`src/rtl/rtc_irq_pkg.sv`:
```
`timescale 1ns/1ps
package rtc_irq_pkg;
  localparam int DW = 8;
  localparam int AW = 4;
  localparam int NSRC = 3;

  localparam logic [AW-1:0] IDX_ALM_SEC = 4'd1;
  localparam logic [AW-1:0] IDX_ALM_MIN = 4'd3;
  localparam logic [AW-1:0] IDX_ALM_HR  = 4'd5;
  localparam logic [AW-1:0] IDX_CTRL    = 4'd11;
  localparam logic [AW-1:0] IDX_FLAG    = 4'd12;

  // source vector order: [2] periodic, [1] alarm, [0] update-ended
  localparam int SRC_UPD = 0;
  localparam int SRC_ALM = 1;
  localparam int SRC_PER = 2;
  localparam int SRC_LSB = 4;   // source bits live at byte bits 6..4
  localparam int SUM_BIT = 7;

  function automatic logic [AW-1:0] alarm_index(input int n);
    case (n)
      0:       return IDX_ALM_SEC;
      1:       return IDX_ALM_MIN;
      default: return IDX_ALM_HR;
    endcase
  endfunction

  function automatic logic field_hit(input logic [DW-1:0] alm, input logic [DW-1:0] cur);
    return (alm[DW-1] & alm[DW-2]) | (alm == cur);
  endfunction

  function automatic logic [DW-1:0] flag_byte(input logic [NSRC-1:0] fl, input logic sum);
    logic [DW-1:0] b;
    b = '0;
    b[SRC_LSB +: NSRC] = fl;
    b[SUM_BIT] = sum;
    return b;
  endfunction
endpackage

```
`src/rtl/rtc_alarm_regs.sv`:
```
`timescale 1ns/1ps
module rtc_alarm_regs
  import rtc_irq_pkg::*;
(
  input  logic          clk,
  input  logic          rst_n,
  input  logic          we,
  input  logic [AW-1:0] addr,
  input  logic [DW-1:0] wdata,
  input  logic [DW-1:0] sec,
  input  logic [DW-1:0] min,
  input  logic [DW-1:0] hr,
  output logic [DW-1:0] alm_sec,
  output logic [DW-1:0] alm_min,
  output logic [DW-1:0] alm_hr,
  output logic [DW-1:0] ctrl,
  output logic          time_hit
);
  localparam int NF = 3;

  logic [DW-1:0] alm_q [NF];
  logic [DW-1:0] cur   [NF];
  logic [NF-1:0] hit_v;

  assign cur[0] = sec;
  assign cur[1] = min;
  assign cur[2] = hr;

  for (genvar i = 0; i < NF; i++) begin : g_alm
    localparam logic [AW-1:0] MY_IDX = alarm_index(i);
    always_ff @(posedge clk) begin
      if (!rst_n)                     alm_q[i] <= '0;
      else if (we && addr == MY_IDX)  alm_q[i] <= wdata;
    end
    assign hit_v[i] = field_hit(alm_q[i], cur[i]);
  end

  always_ff @(posedge clk) begin
    if (!rst_n)                      ctrl <= '0;
    else if (we && addr == IDX_CTRL) ctrl <= wdata;
  end

  assign alm_sec  = alm_q[0];
  assign alm_min  = alm_q[1];
  assign alm_hr   = alm_q[2];
  assign time_hit = &hit_v;
endmodule

```
`src/rtl/rtc_flag_reg.sv`:
```
`timescale 1ns/1ps
module rtc_flag_reg
  import rtc_irq_pkg::*;
(
  input  logic            clk,
  input  logic            rst_n,
  input  logic [NSRC-1:0] set_ev,
  input  logic            clr,
  input  logic [NSRC-1:0] en,
  output logic [NSRC-1:0] flags,
  output logic            sum
);
  for (genvar i = 0; i < NSRC; i++) begin : g_flag
    always_ff @(posedge clk) begin
      if (!rst_n) flags[i] <= 1'b0;
      else        flags[i] <= (flags[i] & ~clr) | set_ev[i];
    end
  end

  assign sum = |(flags & en);
endmodule

```
`src/rtl/rtc_irq_unit.sv`:
```
`timescale 1ns/1ps
module rtc_irq_unit
  import rtc_irq_pkg::*;
(
  input  logic          clk,
  input  logic          rst_n,
  input  logic [7:0]    sec_i,
  input  logic [7:0]    min_i,
  input  logic [7:0]    hr_i,
  input  logic          upd_done_i,
  input  logic          per_pulse_i,
  input  logic          reg_we_i,
  input  logic          reg_re_i,
  input  logic [3:0]    reg_addr_i,
  input  logic [7:0]    reg_wdata_i,
  output logic [7:0]    reg_rdata_o,
  output logic          irq_n_o
);
  logic [DW-1:0]   alm_sec_w, alm_min_w, alm_hr_w, ctrl_w;
  logic            time_hit_w;
  logic            alarm_evt_w;
  logic            flag_rd_w;
  logic [NSRC-1:0] set_w, en_w, flags_w;
  logic            sum_w;

  rtc_alarm_regs u_regs (
    .clk      (clk),
    .rst_n    (rst_n),
    .we       (reg_we_i),
    .addr     (reg_addr_i),
    .wdata    (reg_wdata_i),
    .sec      (sec_i),
    .min      (min_i),
    .hr       (hr_i),
    .alm_sec  (alm_sec_w),
    .alm_min  (alm_min_w),
    .alm_hr   (alm_hr_w),
    .ctrl     (ctrl_w),
    .time_hit (time_hit_w)
  );

  assign alarm_evt_w    = upd_done_i & time_hit_w;
  assign flag_rd_w      = reg_re_i & (reg_addr_i == IDX_FLAG);
  assign set_w[SRC_UPD] = upd_done_i;
  assign set_w[SRC_ALM] = alarm_evt_w;
  assign set_w[SRC_PER] = per_pulse_i;
  assign en_w           = ctrl_w[SRC_LSB +: NSRC];

  rtc_flag_reg u_flags (
    .clk    (clk),
    .rst_n  (rst_n),
    .set_ev (set_w),
    .clr    (flag_rd_w),
    .en     (en_w),
    .flags  (flags_w),
    .sum    (sum_w)
  );

  always_comb begin
    case (reg_addr_i)
      IDX_ALM_SEC: reg_rdata_o = alm_sec_w;
      IDX_ALM_MIN: reg_rdata_o = alm_min_w;
      IDX_ALM_HR:  reg_rdata_o = alm_hr_w;
      IDX_CTRL:    reg_rdata_o = ctrl_w;
      IDX_FLAG:    reg_rdata_o = flag_byte(flags_w, sum_w);
      default:     reg_rdata_o = '0;
    endcase
  end

  assign irq_n_o = ~sum_w;
endmodule

```
`config.mk`:
```
export PLATFORM = sky130hd
export DESIGN_NAME = rtc_irq_unit
export DESIGN_NICKNAME = d
export VERILOG_FILES = /design/src/rtl/rtc_irq_pkg.sv /design/src/rtl/rtc_alarm_regs.sv /design/src/rtl/rtc_flag_reg.sv /design/src/rtl/rtc_irq_unit.sv
export SDC_FILE = /design/constraint.sdc
export NUM_CORES = 1
export LEC_CHECK = 0
export CAP_MARGIN = 20
export CORE_UTILIZATION = 62
export CTS_CLUSTER_SIZE = 30
export DETAILED_ROUTE_END_ITERATION = 8
export DONT_BUFFER_PORTS = 1
export PLACE_DENSITY = 0.82
export SETUP_SLACK_MARGIN = 0.2
export SYNTH_ARGS = -nofsm -noshare
export SYNTH_HDL_FRONTEND = slang
export SYNTH_SLANG_ARGS = --single-unit
```
`constraint.sdc`:
```
create_clock -name clk -period 1.4 [get_ports clk]
set_input_delay 0.07 -clock clk [delete_from_list [all_inputs] [get_ports clk]]
set_output_delay 0.07 -clock clk [all_outputs]
set_load 0.05 [all_outputs]
```
==> results.ini <==
[worst_setup_path]
r2r_start=u_regs.alm_q[1][4]
max_stage_delay_ps=350
worstPathCellList=a222oi_1 > buf_4 > nand2b_4 > nand3_4
timing.rr.end=u_flags.flags[1]
path_max_fanout=3
cp-end-kind=output port
crit_arrival_ps=1550
cp.required_ps=1330
regToRegSetupSlack_ps=-90
cp-endpoint=reg_rdata_o[7]
cp_slowest_cell=dfxtp_2
cp-start-kind=flop
r2r_cells=4
cp-startpoint=u_regs.ctrl[6]
crit_type=reg2out

[clock_tree]
cts.sinks=35
cts_tree=yes
clk_pin_slew_ps=120
clockBufferDepth=2
cts_made_buffers=5
clock_latency_ps=360
cts_max_level=2
root_buffer=clkbuf_4

[placement]
pre_cts_slack_ps=-52.3
port_buffers=0
post-dp-hpwl_um=3580
dpl_cell_area_um2=2150
place_inst=218
gp_congestion=0.865

[logic_synthesis]
ys_ff_latch=35
ys_seq_area_share_pct=49.4
synthDominantCellAreaShare_pct=37.9
yosys.area.top_type=edfxtp_1
yosys-top-cells-area=edfxtp_1 (38%), dfxtp_1 (12%), xor2_1 (11%), and2_1 (7.9%), a22oi_1 (7.5%)
postSynthAreaPerCell_um2=11.0
synthDistinctLibCells=24
synth_nets=215
netlist_area_um2=1900
synth_cells=173
yosysWarnings=0

[timing]
post-route-min-period_ps=1620
hold_ws_ps=147
tns_ps=-541
max_freq_mhz=618
tightest_slew_ps=429
hold_viol=0
finalSetupViolations=5
finalCritPeriodShare_pct=116
slew_viol_final=0
final.setup_skew_ps=21.0
max-slew-margin-rel_pct=71.3
setup_slack_ps=-218
grt_setup_unrepaired=yes

[route]
vias_per_cell=6.78
ant_nets=0
vias=1674
drc_errors=4
drtIter0Drc=180
routed_wl_um=5860
drt_first_pass_iters=7
wl_per_cell_um=23.7

[power_and_ir_drop]
p_leak_nw=0.971
p_per_area_nw_per_um2=855
finalPower_mw=2.15
ir_worst_vdd_mv=0.887

[grt]
grt_pass1_wl_um=8590
grt.overflow.total=0
first_global_vias=1669
grt_max_degree=13
track_usage_pct=37.0
grt_antenna_before_repair=0

[status]
violations=DRC, setup timing
status=complete, but fails checks

[finish]
area_growth_pct=32.3
instances_no_fill=247
nNetsFinal=257
design_area_um2=2520
drive_above_1_share_pct=27.8
final_core_util_pct=89.0
antenna_cells=0

[floorplanning]
die_w_um=57.4
pin_count=51
start_util_pct=67.3
die-area_um2=3290
fp.coreArea_um2=2830
die_h_um=57.4
rows=19

[run]
drv_cap=0

[hold_path]
hold_path_class=in2reg

-- power by group --
group / internal (mW) / switching (mW) / total, mW
Sequential: 1.16 / 0.0426 / 1.20
Clock: 0.243 / 0.357 / 0.600
Combinational: 0.166 / 0.190 / 0.356
Total: 1.56 / 0.589 / 2.15
-- cell usage after synthesis (all sizes together) --
cell type  number
xor2           24
o41ai           1
nor3b           2
and4bb          1
buf             2
a21boi          8
dfxtp          11
nand3          13
and3            3
nand2          24
and4b           1
a22oi          19
nor2b           2
a222oi          1
and2           24
nor4            6
edfxtp         24
nor3            1
nand2b          2
clkbuf          2
a21oi           2
-- layout make-up --
type / instances / area [µm²]
clock inverters: 1 / 5.00
repair buffers: 39 / 445
flip-flops and latches: 35 / 945
clock buffers: 7 / 55.1
fillers: 129 / 312
well taps: 31 / 38.8
multi-input cells: 134 / 1030
-- timing repair --
item / in CTS / in global routing
endpoints found under the setup margin: 10 / 14
buffers inserted: 3 / 1
pin swaps: 8 / 5
hold buffers: 17 / 0
resized for setup: 17 / 11
hold endpoints to repair: 35 / 0
-- critical path, delay by kind of cell (launching register included) --
family	cells	cell delay [ps]
flip-flops	1	350
AO/OA/AOI/OAI	1	350
AND/OR/NAND/NOR	2	300
buffers and inverters	1	180
-- routing by layer --
| metal | track usage, % | vias up | routed length [µm] |
|---|---|---|---|
| li1 | - | 726 | - |
| met1 | 42.1 | 778 | 2070 |
| met2 | 63.1 | 131 | 2920 |
| met3 | 12.0 | 39 | 547 |
| met4 | 17.1 | 0 | 316 |
| met5 | 0 | - | 0 |
-- state kept, by name, indices dropped and copies added (netlist names) --
register	flops
u_regs.alm_q	24
u_regs.ctrl	8
u_flags.flags	3
-- cells in the final DEF, fill, tap and decap left out, types with 8 or more instances in the layout --
| cell type | instances |
|---|---|
| dlygate4sd3_1 | 14 |
| and2_1 | 24 |
| buf_4 | 12 |
| edfxtp_1 | 24 |
| a22oi_1 | 12 |
| xor2_1 | 24 |
| nand2_1 | 20 |
| nand3_1 | 10 |
| dfxtp_1 | 8 |
-- logic make-up (layout without fill, tap and decap cells) --
logic type	count (synthesis)	after routing	share of synthesized area (%)
and+or+nand+nor	79	79	25.4
DFF	35	35	49.4
AOI/OAI and AO/OA	31	31	12.6
xor gates and xnor gates	24	24	11.0
buffers and inverters	4	47	1.58
-- worst min path at each step --
| stage | startpoint | end | slack [ps] | cells after the start |
|---|---|---|---|---|
| 6_report | rst_n | u_regs.alm_q[2][2] | 150 | 2 |
| 4_1_cts | rst_n | u_regs.alm_q[2][7] | 140 | 2 |
| 2_1_floorplan | upd_done_i | u_flags.flags[0] | 210 | 2 |
| 3_3_place_gp | rst_n | u_flags.flags[2] | 200 | 1 |
| 5_1_grt | rst_n | u_regs.alm_q[1][0] | 140 | 2 |
| 3_5_place_dp | rst_n | u_flags.flags[2] | 210 | 1 |
Power figures use the tool's default switching activity.
